`src/rtl/ftp_pkg.sv`:
```
// Package: shared state encoding for the toggle-bit poller.
// Assumes: nothing beyond SystemVerilog enum support.
package ftp_pkg;
    typedef enum logic [1:0] {
        ST_IDLE   = 2'd0,
        ST_RD_A   = 2'd1,
        ST_RD_B   = 2'd2,
        ST_RST_WR = 2'd3
    } poll_state_t;
endpackage

```
`src/rtl/ftp_toggle_cmp.sv`:
```
// Module: ftp_toggle_cmp
// Stores the toggle bit of the first read of a pair and compares it with
// the toggle bit of the byte currently presented. It also extracts the
// timing-limit flag from that byte.
// Assumes: cap_first is pulsed only in a cycle where data is valid.
module ftp_toggle_cmp #(
    parameter int DATA_W  = 8,
    parameter int TOG_IDX = 6,
    parameter int LIM_IDX = 5
) (
    input  logic              clk,
    input  logic              rst_n,
    input  logic              cap_first,
    input  logic [DATA_W-1:0] data,
    output logic              toggled,
    output logic              limit_set
);
    logic first_tog_q;

    // Hold the toggle bit taken from the first read of the pair.
    always_ff @(posedge clk) begin
        if (!rst_n)         first_tog_q <= 1'b0;
        else if (cap_first) first_tog_q <= data[TOG_IDX];
    end

    // Compare the presented byte against the stored bit and pick out the flag.
    always_comb begin
        toggled   = first_tog_q ^ data[TOG_IDX];
        limit_set = data[LIM_IDX];
    end
endmodule

```
`src/rtl/ftp_pass_cnt.sv`:
```
// Module: ftp_pass_cnt
// Counts completed read pairs and signals when the pair completing now
// brings the count to the programmed limit. A limit of 0 acts as 1.
// Assumes: clr and inc are never asserted in the same cycle.
module ftp_pass_cnt #(
    parameter int PASS_W = 16
) (
    input  logic              clk,
    input  logic              rst_n,
    input  logic              clr,
    input  logic              inc,
    input  logic [PASS_W-1:0] max_passes,
    output logic              expired
);
    localparam logic [PASS_W-1:0] CNT_MAX = {PASS_W{1'b1}};
    logic [PASS_W-1:0] cnt_q;
    logic [PASS_W:0]   cnt_next_ext;

    // Saturating count of completed pairs, cleared at each new poll.
    always_ff @(posedge clk) begin
        if (!rst_n)                       cnt_q <= '0;
        else if (clr)                     cnt_q <= '0;
        else if (inc && cnt_q != CNT_MAX) cnt_q <= cnt_q + 1'b1;
    end

    // Limit test on the count the current pair would produce.
    always_comb begin
        cnt_next_ext = {1'b0, cnt_q} + 1'b1;
        expired      = cnt_next_ext >= {1'b0, max_passes};
    end


    no_wrap_chk: assert property (@(posedge clk) disable iff (!rst_n)
        (inc && !clr) |=> (cnt_q != '0));
endmodule

```
`src/rtl/ftp_poll_fsm.sv`:
```
// Module: ftp_poll_fsm
// Sequences the status reads, decides the outcome of each read pair,
// issues the reset write on failure and holds the result flags.
// Assumes: the bus partner keeps rd_data valid in the cycle rd_ack is high.
module ftp_poll_fsm
    import ftp_pkg::*;
(
    input  logic clk,
    input  logic rst_n,
    input  logic start,
    input  logic rd_ack,
    input  logic wr_ack,
    input  logic toggled,
    input  logic limit_set,
    input  logic expired,
    output logic cap_first,
    output logic cnt_clr,
    output logic cnt_inc,
    output logic rd_req,
    output logic wr_req,
    output logic busy,
    output logic done,
    output logic ok,
    output logic fail
);
    poll_state_t state_q, state_d;
    logic recheck_q, recheck_d;
    logic done_q, done_d;
    logic ok_q, ok_d;
    logic fail_q, fail_d;

    // Next-state and result decisions for the polling algorithm.
    always_comb begin
        state_d   = state_q;
        recheck_d = recheck_q;
        done_d    = 1'b0;
        ok_d      = ok_q;
        fail_d    = fail_q;
        cap_first = 1'b0;
        cnt_clr   = 1'b0;
        cnt_inc   = 1'b0;
        case (state_q)
            ST_IDLE: begin
                if (start) begin
                    state_d   = ST_RD_A;
                    recheck_d = 1'b0;
                    ok_d      = 1'b0;
                    fail_d    = 1'b0;
                    cnt_clr   = 1'b1;
                end
            end
            ST_RD_A: begin
                if (rd_ack) begin
                    cap_first = 1'b1;
                    state_d   = ST_RD_B;
                end
            end
            ST_RD_B: begin
                if (rd_ack) begin
                    cnt_inc = 1'b1;
                    if (!toggled) begin
                        state_d = ST_IDLE;
                        ok_d    = 1'b1;
                        done_d  = 1'b1;
                    end else if (recheck_q) begin
                        state_d = ST_RST_WR;
                    end else if (limit_set) begin
                        recheck_d = 1'b1;
                        state_d   = ST_RD_A;
                    end else if (expired) begin
                        state_d = ST_RST_WR;
                    end else begin
                        state_d = ST_RD_A;
                    end
                end
            end
            ST_RST_WR: begin
                if (wr_ack) begin
                    state_d = ST_IDLE;
                    fail_d  = 1'b1;
                    done_d  = 1'b1;
                end
            end
            default: state_d = ST_IDLE;
        endcase
    end

    // State and result registers.
    always_ff @(posedge clk) begin
        if (!rst_n) begin
            state_q   <= ST_IDLE;
            recheck_q <= 1'b0;
            done_q    <= 1'b0;
            ok_q      <= 1'b0;
            fail_q    <= 1'b0;
        end else begin
            state_q   <= state_d;
            recheck_q <= recheck_d;
            done_q    <= done_d;
            ok_q      <= ok_d;
            fail_q    <= fail_d;
        end
    end

    // Bus requests and status outputs decoded from the state.
    always_comb begin
        rd_req = (state_q == ST_RD_A) || (state_q == ST_RD_B);
        wr_req = (state_q == ST_RST_WR);
        busy   = (state_q != ST_IDLE);
        done   = done_q;
        ok     = ok_q;
        fail   = fail_q;
    end


    rd_hold_chk: assert property (@(posedge clk) disable iff (!rst_n)
        (rd_req && !rd_ack) |=> rd_req);

    wr_hold_chk: assert property (@(posedge clk) disable iff (!rst_n)
        (wr_req && !wr_ack) |=> wr_req);

    done_pulse_chk: assert property (@(posedge clk) disable iff (!rst_n)
        done |=> !done);

    done_idle_chk: assert property (@(posedge clk) disable iff (!rst_n)
        done |-> !busy);
endmodule

```
`src/rtl/flash_toggle_poller.sv`:
```
// Module: flash_toggle_poller (top)
// Polls a NOR flash status byte until its toggle bit settles. On an
// unsettled recheck or a watchdog expiry it writes a reset command and
// reports failure.
// Assumes: read and write ports are single-outstanding request/acknowledge.
module flash_toggle_poller #(
    parameter int DATA_W  = 8,
    parameter int TOG_IDX = 6,
    parameter int LIM_IDX = 5,
    parameter int PASS_W  = 16
) (
    input  logic              clk,
    input  logic              rst_n,
    input  logic              start,
    input  logic [PASS_W-1:0] cfg_max_passes,
    input  logic [DATA_W-1:0] cfg_reset_cmd,
    output logic              busy,
    output logic              done,
    output logic              ok,
    output logic              fail,
    output logic              rd_req,
    input  logic              rd_ack,
    input  logic [DATA_W-1:0] rd_data,
    output logic              wr_req,
    input  logic              wr_ack,
    output logic [DATA_W-1:0] wr_data
);
    logic cap_first, cnt_clr, cnt_inc;
    logic toggled, limit_set, expired;

    ftp_toggle_cmp #(.DATA_W(DATA_W), .TOG_IDX(TOG_IDX), .LIM_IDX(LIM_IDX)) u_cmp (
        .clk(clk), .rst_n(rst_n), .cap_first(cap_first), .data(rd_data),
        .toggled(toggled), .limit_set(limit_set)
    );

    ftp_pass_cnt #(.PASS_W(PASS_W)) u_cnt (
        .clk(clk), .rst_n(rst_n), .clr(cnt_clr), .inc(cnt_inc),
        .max_passes(cfg_max_passes), .expired(expired)
    );

    ftp_poll_fsm u_fsm (
        .clk(clk), .rst_n(rst_n), .start(start), .rd_ack(rd_ack), .wr_ack(wr_ack),
        .toggled(toggled), .limit_set(limit_set), .expired(expired),
        .cap_first(cap_first), .cnt_clr(cnt_clr), .cnt_inc(cnt_inc),
        .rd_req(rd_req), .wr_req(wr_req), .busy(busy), .done(done),
        .ok(ok), .fail(fail)
    );

    // Command byte presented on the write port.
    always_comb wr_data = cfg_reset_cmd;


    bus_excl_chk: assert property (@(posedge clk) disable iff (!rst_n)
        !(rd_req && wr_req));

    busy_cover_chk: assert property (@(posedge clk) disable iff (!rst_n)
        (rd_req || wr_req) |-> busy);

    result_excl_chk: assert property (@(posedge clk) disable iff (!rst_n)
        !(ok && fail));
endmodule

```
`config.mk`:
```
export PLATFORM = sky130hd
export DESIGN_NAME = flash_toggle_poller
export DESIGN_NICKNAME = d
export VERILOG_FILES = /design/src/rtl/ftp_pkg.sv /design/src/rtl/ftp_toggle_cmp.sv /design/src/rtl/ftp_pass_cnt.sv /design/src/rtl/ftp_poll_fsm.sv /design/src/rtl/flash_toggle_poller.sv
export SDC_FILE = /design/constraint.sdc
export NUM_CORES = 1
export LEC_CHECK = 0
export CAP_MARGIN = 5
export CORE_MARGIN = 2
export CORE_UTILIZATION = 44
export CTS_CLUSTER_SIZE = 14
export DETAILED_ROUTE_END_ITERATION = 6
export PLACE_DENSITY = 0.81
export SKIP_LAST_GASP = 1
export SLEW_MARGIN = 20
export SYNTH_ARGS = -nofsm -noshare
export SYNTH_HDL_FRONTEND = slang
export SYNTH_HIERARCHICAL = 1
export SYNTH_SLANG_ARGS = --single-unit
```
`constraint.sdc`:
```
create_clock -name clk -period 3 [get_ports clk]
set_clock_uncertainty 0.2 [all_clocks]
set_input_delay 0.3 -clock clk [delete_from_list [all_inputs] [get_ports clk]]
set_output_delay 0.3 -clock clk [all_outputs]
set_load 0.02 [all_outputs]
```
==> results.py, run 1 <==
metrics = {
    "run_status": {
        "status": "completed",
    },
    "floorplan": {
        "dieArea_sq_um": 4690,
        "start_util": 0.457,
        "rows": 23,
        "ios": 51,
        "die_x_um": 68.5,
        "core_sq_um": 4000,
        "die-height_um": 68.5,
    },
    "detailed_routing": {
        "drc": 0,
        "drtPass1Iterations": 4,
        "routedWlPerCell_um": 11.9,
        "drt-total-wl_um": 3780,
        "drt-initial-drc-count": 95,
        "routed_via_density": 5.19,
        "ant_nets": 0,
        "vias": 1650,
    },
    "clock_tree": {
        "cts_buffers": 3,
        "clk_path_buf_depth": 2,
        "cts_num_sinks": 23,
        "clk_latency_ns": 0.26,
        "cts_max_level": 1,
        "postCtsHoldBufs": 0,
        "clk_pin_slew_worst_paths_ns": 0.08,
        "cts_tree": "done",
        "cts_root_buffer": "clkbuf_8",
    },
    "global_routing": {
        "grt_usage": 0.171,
        "first_global_vias": 1575,
        "grt_pass1_wl_um": 6250,
        "grt_max_degree": 17,
        "grt_overflow_total": 0,
        "grt_antenna_before_repair": 0,
    },
    "critical_path": {
        "cp_data_required_time_ns": 2.95,
        "crit_chain": "nand4_2 -> buf_4 -> or4_4 -> xnor2_2 -> ha_1 -> o21ai_0 -> o21ai_0 -> o211ai_1 -> a31oi_1 -> a21o_1 -> a31oi_1 -> o22ai_1",
        "max_stage_delay_ns": 0.54,
        "arrival_ns": 2.81,
        "worst_setup_path_end_kind": "flip-flop",
        "crit_type": "reg -> reg",
        "worst_setup_path_start_kind": "flip-flop",
        "worst-path-buf-inv": 1,
        "worst_path_max_delay_cell": "or4_4",
        "crit_family": "compound AO/OA/AOI/OAI gates",
        "path_max_fanout": 5,
    },
    "placed_design": {
        "detailedPlacementHpwl_um": 2880,
        "dpl_cell_area_sq_um": 2220,
        "gp_congestion": 0.868,
        "port_buffers": 28,
    },
    "synth": {
        "yosysSeqAreaShare": 0.252,
        "ys_types": 38,
        "synth_area_sq_um": 1830,
        "ys_ff_latch": 23,
        "synth_nets": 290,
        "synth_area_leaders": "dfxtp_1, ha_1, xnor2_1",
        "postSynthCellCount": 231,
        "ys_warn_count": 6,
        "yosysTopAreaCellShare": 0.252,
        "yosys.area.top_type": "dfxtp_1",
        "avgSynthCellArea_sq_um": 7.92,
    },
    "timing": {
        "max_freq_mhz": 350,
        "slew_headroom": 0.562,
        "setup_viol": 0,
        "hold_violations": 0,
        "drv_slew": 0,
        "min_period_ns": 2.86,
        "fin_crit_sh": 0.953,
        "tightestPinTransition_ns": 0.657,
    },
    "cells_and_area": {
        "nets": 328,
        "final_area_sq_um": 2330,
        "area_growth_pct": 27.4,
        "drive_above_1_share": 0.172,
        "diodes": 0,
    },
    "power_and_ir_drop": {
        "p_leak_nw": 1.01,
        "ir_drop_uv": 437,
        "finalPower_mw": 0.888,
        "p_per_area_nw_per_um2": 381,
    },
    "flow_run": {
        "cap_viol_max_count": 0,
    },
    "worst_hold_path": {
        "hp-class": "reg -> reg",
    },
}
## metal layers
layer  up-vias  GRT usage  share of wire
li1        854          -              -
met1       759      0.208           0.45
met2        35      0.306           0.50
met3         2     0.0313          0.043
met4         0     0.0400         0.0019
met5         -          0              0
## cells in the mapped netlist (all sizes together)
master / number
inv: 27
dfxtp: 23
ha: 22
nor2: 19
nand2: 17
xnor2: 13
a21oi: 12
o21ai: 12
buf: 11
xor2: 11
nor3: 9
nand3: 7
nand4: 6
or3: 6
nand2b: 5
a211oi: 4
a31oi: 3
clkbuf: 3
nor4: 3
a21o: 2
and2: 2
and3: 2
mux2i: 2
o2111ai: 2
a41oi: 1
nor2b: 1
o211ai: 1
o22ai: 1
o41a: 1
o41ai: 1
or2: 1
or4: 1
## timing repair
item                       in CTS  in global routing
pin swaps                       1                  4
buffers inserted                0                  1
setup endpoints to repair       1                  1
resized for setup               1                 14
## cell usage in the layout, fill, tap and decap left out, types with 2 or more instances in the layout
master / netlist / layout
or3_1: 6 / 4
clkbuf_8: 0 / 3
a211oi_1: 4 / 3
clkdlybuf4s50_1: 0 / 28
nand4_1: 4 / 4
xnor2_1: 13 / 12
xor2_1: 11 / 11
nand2_1: 17 / 16
and3_2: 2 / 2
ha_1: 22 / 21
a21oi_1: 12 / 11
a31oi_1: 3 / 3
or3_4: 0 / 2
nor2_1: 19 / 18
inv_1: 27 / 27
nor3_1: 9 / 9
buf_4: 9 / 19
and2_2: 2 / 2
nand4_2: 2 / 2
nand2b_1: 3 / 3
dfxtp_1: 23 / 20
nand3_1: 7 / 7
o21ai_0: 12 / 11
nor4_1: 3 / 3
dfxtp_2: 0 / 3
a21o_1: 2 / 2
mux2i_1: 2 / 2
## kinds of logic after synthesis
family / after synthesis / synth area share
AND/OR/NAND/NOR: 79 / 0.228
buffers and inverters: 41 / 0.103
AO/OA/AOI/OAI: 40 / 0.141
XOR/XNOR: 24 / 0.115
flip-flops: 23 / 0.252
adder cells (fa/ha/maj): 22 / 0.150
multiplexers: 2 / 0.0109
## worst min-delay path, stage by stage, from the launching register on
cell	delay, ns
dfxtp_2	0.35
o21ai_0	0.07
a21oi_1	0.06
## power by group
| part | switching [mW] | internal (mW) |
|---|---|---|
| Combinational | 0.195 | 0.160 |
| Clock | 0.0981 | 0.0927 |
| Sequential | 0.0192 | 0.324 |
| Total | 0.312 | 0.576 |
## registers in the layout, summed over array words and instances (netlist names)
register,cells
u_fsm/ok,1
u_cmp/first_tog_q,1
u_fsm/state_q,2
u_fsm/fail,1
u_fsm/done,1
u_cnt/cnt_q,16
u_fsm/recheck_q,1
## per-stage QoR
| step | util | TNS (ns) | setup slack, ns | hold WS, ns | instances |
|---|---|---|---|---|---|
| after detailed placement | 0.555 | -0.0475 | -0.0475 | 0.326 | 313 |
| after global placement | 0.555 | 0 | 0.0602 | 0.312 | 313 |
| final | 0.583 | 0 | 0.140 | 0.312 | 318 |
| after global routing | 0.583 | -0.00554 | -0.00554 | 0.345 | 318 |
| after CTS | 0.567 | 0 | 0.00893 | 0.336 | 317 |
| after floorplan | - | 0 | 0.0710 | 0.228 | 231 |
## area by class of cell
type / count / area (sq um)
timing repair buffer: 47 / 423
sequential: 23 / 464
tap: 50 / 62.6
clock inverter: 1 / 5.00
fill: 370 / 1670
multi-input combinational: 167 / 1230
inverter: 27 / 101
clock buffer: 3 / 41.3
## worst paths after layout
kind / from / to / cells past startpoint / slack (ns)
max reg2reg: u_cnt/cnt_q[5] / u_fsm/state_q[1] / 12 / 0.14
max: u_cnt/cnt_q[5] / u_fsm/state_q[1] / 12 / 0.14
min: u_cnt/cnt_q[4] / u_cnt/cnt_q[4] / 2 / 0.31
min reg2reg: u_cnt/cnt_q[4] / u_cnt/cnt_q[4] / 2 / 0.31
Power figures use the tool's default switching activity.
==> run 2, diff against run 1 <==
--- a/config.mk
+++ b/config.mk
@@ -10,7 +10,7 @@
 export CORE_UTILIZATION = 44
 export CTS_CLUSTER_SIZE = 14
 export DETAILED_ROUTE_END_ITERATION = 6
-export PLACE_DENSITY = 0.81
+export PLACE_DENSITY = 0.77
 export SKIP_LAST_GASP = 1
 export SLEW_MARGIN = 20
 export SYNTH_ARGS = -nofsm -noshare
==> run 2 against run 1 <==
Core utilization is 1.1 points lower. Sequential cell count unchanged. Combinational power fell by 3%. Largest cell class unchanged. Highest routed layer unchanged.
==> results.py, run 2 (same netlist as run 1, synthesis figures left out) <==
metrics = {
    "cells_and_area": {
        "fin_cells": 316,
        "drive_above_1_share": 0.158,
        "diodes": 0,
        "nets": 326,
        "top_register": "u_cnt/cnt_q",
        "largestRegisters": "u_cnt/cnt_q: 16 flops, u_fsm/state_q: 2 flops",
        "area_growth_pct": 25.0,
        "layout_common_cells": "clkdlybuf4s50_1, inv_1, ha_1, dfxtp_1",
        "largest_reg_flops": 16,
        "layout_commonest_cell": "clkdlybuf4s50_1",
    },
    "placed_design": {
        "gp_congestion": 0.848,
        "dp.cells": 312,
        "dp_worst_setup_slack_ns": 0.0229,
        "detailedPlacementHpwl_um": 2850,
        "port_buffers": 28,
    },
    "critical_path": {
        "crit_type": "reg -> reg",
        "reg2reg_depth": 13,
        "worst_setup_path_end_kind": "flip-flop",
        "arrival_ns": 2.85,
        "crit_family": "simple AND/OR/NAND/NOR gates",
        "timing.rr.start": "u_cnt/cnt_q[0]",
        "worst_setup_path_start_kind": "flip-flop",
        "path_max_fanout": 4,
        "crit_chain": "buf_4 -> nand2_1 -> or3_1 -> xnor2_1 -> ha_1 -> nand2_1 -> or3_1 -> a21oi_2 -> o21ai_1 -> a31oi_1 -> a21o_1 -> a31oi_1 -> o22ai_1",
        "path_depth": 13,
        "cp_data_required_time_ns": 3.00,
        "worst_path_max_delay_cell": "or3_1",
        "worst-path-buf-inv": 1,
        "critPathLaunch": "u_cnt/cnt_q[0]",
        "max_stage_delay_ns": 0.38,
    },
    "global_routing": {
        "grt_overflow_total": 0,
        "grt_usage": 0.165,
        "first_global_vias": 1502,
        "grt_max_degree": 17,
        "grt_pass1_wl_um": 5910,
        "grt_antenna_before_repair": 0,
    },
    "timing": {
        "drv_slew": 0,
        "max_freq_mhz": 351,
        "min_period_ns": 2.85,
        "setup_slack_ns": 0.152,
        "setup_viol": 0,
        "slew_headroom": 0.551,
        "hold_violations": 0,
        "rsz0062_at_grt": "false",
        "tightestPinTransition_ns": 0.674,
        "setup_tns_ns": 0,
        "fin_crit_sh": 0.949,
    },
    "power_and_ir_drop": {
        "switching_share": 0.353,
        "p_per_area_nw_per_um2": 388,
        "ir_drop_uv": 393,
        "clockPowerShare": 0.226,
        "power_switching_mw": 0.313,
        "power_frac_comb": 0.388,
        "p_leak_nw": 0.984,
        "finalPower_mw": 0.887,
        "seq_power_share": 0.386,
        "internal_power_mw": 0.574,
    },
    "clock_tree": {
        "cts_root_buffer": "clkbuf_8",
        "cts_buffers": 3,
        "postCtsHoldBufs": 0,
        "clk_path_buf_depth": 2,
        "clk_latency_ns": 0.27,
        "clk_pin_slew_worst_paths_ns": 0.09,
        "cts_num_sinks": 23,
        "cts_max_level": 1,
        "cts_tree": "done",
    },
    "detailed_routing": {
        "routedWlPerCell_um": 11.4,
        "routed_via_density": 5.16,
        "drc": 0,
        "ant_nets": 0,
        "drtPass1Iterations": 4,
        "drt-total-wl_um": 3610,
        "drt-initial-drc-count": 53,
        "vias": 1631,
    },
    "run_status": {
        "status": "completed",
    },
    "floorplan": {
        "dieArea_sq_um": 4690,
        "ios": 51,
        "rows": 23,
        "core_sq_um": 4000,
        "die_x_um": 68.5,
        "die-height_um": 68.5,
        "start_util": 0.457,
    },
    "worst_hold_path": {
        "hold_depth": 2,
        "worstHoldStart": "u_cnt/cnt_q[4]",
        "hp-class": "reg -> reg",
    },
    "flow_run": {
        "cap_viol_max_count": 0,
    },
}
## run 2: cell count changes in the layout (fill, tap and decap cells not counted), sizes merged
cell,change
buf,-2
clkinvlp,+1
clkinv,-1
## run 2: power groups by stage
stage	clock (mW)	combinational, mW	sequential, mW
floorplan	0	0.243	0.347
global placement	0	0.340	0.348
detailed placement	0	0.343	0.347
CTS	0.208	0.346	0.341
global route	0.220	0.380	0.344
finish	0.201	0.345	0.342
## run 2: area by class of cell
cell class / count / area, sq um
tap: 50 / 62.6
multi-input combinational: 167 / 1200
fill: 365 / 1710
inverter: 27 / 101
clock inverter: 1 / 7.51
sequential: 23 / 467
timing repair buffer: 45 / 408
clock buffer: 3 / 41.3
## run 2: repair_timing
action,in CTS,in global routing
setup buffers,0,0
endpoints found under the setup margin,1,1
gates resized for setup,0,12
pin swaps,1,5
## run 2: worst reg2reg max path, stage by stage, from the launching register on
cell     delay [ns]
dfxtp_2        0.34
buf_4          0.13
nand2_1        0.10
or3_1          0.36
xnor2_1        0.15
ha_1           0.27
nand2_1        0.05
or3_1          0.38
a21oi_2        0.11
o21ai_1        0.09
a31oi_1        0.24
a21o_1         0.15
a31oi_1        0.07
o22ai_1        0.15
## run 2: through the flow
stage	hold slack (ns)	utilization	cell area, sq um
global route	0.342	0.571	2290
detailed placement	0.314	0.553	2210
CTS	0.330	0.565	2260
global placement	0.315	0.553	2210
finish	0.318	0.571	2290
floorplan	0.228	-	1830
## run 2: metal layers
layer  vias to the layer above  track usage  part of all wire
met1                       740        0.186              0.46
met2                        32        0.306              0.48
met4                         0       0.0425            0.0069
met5                         -            0                 0
met3                         5       0.0395             0.050
li1                        854            -                 -
## run 2: worst paths after layout
kind	end	slack (ns)
worst max-delay path	u_fsm/state_q[1]	0.15
worst min-delay path	u_cnt/cnt_q[4]	0.32
worst max register to register	u_fsm/state_q[1]	0.15
worst min register to register	u_cnt/cnt_q[4]	0.32
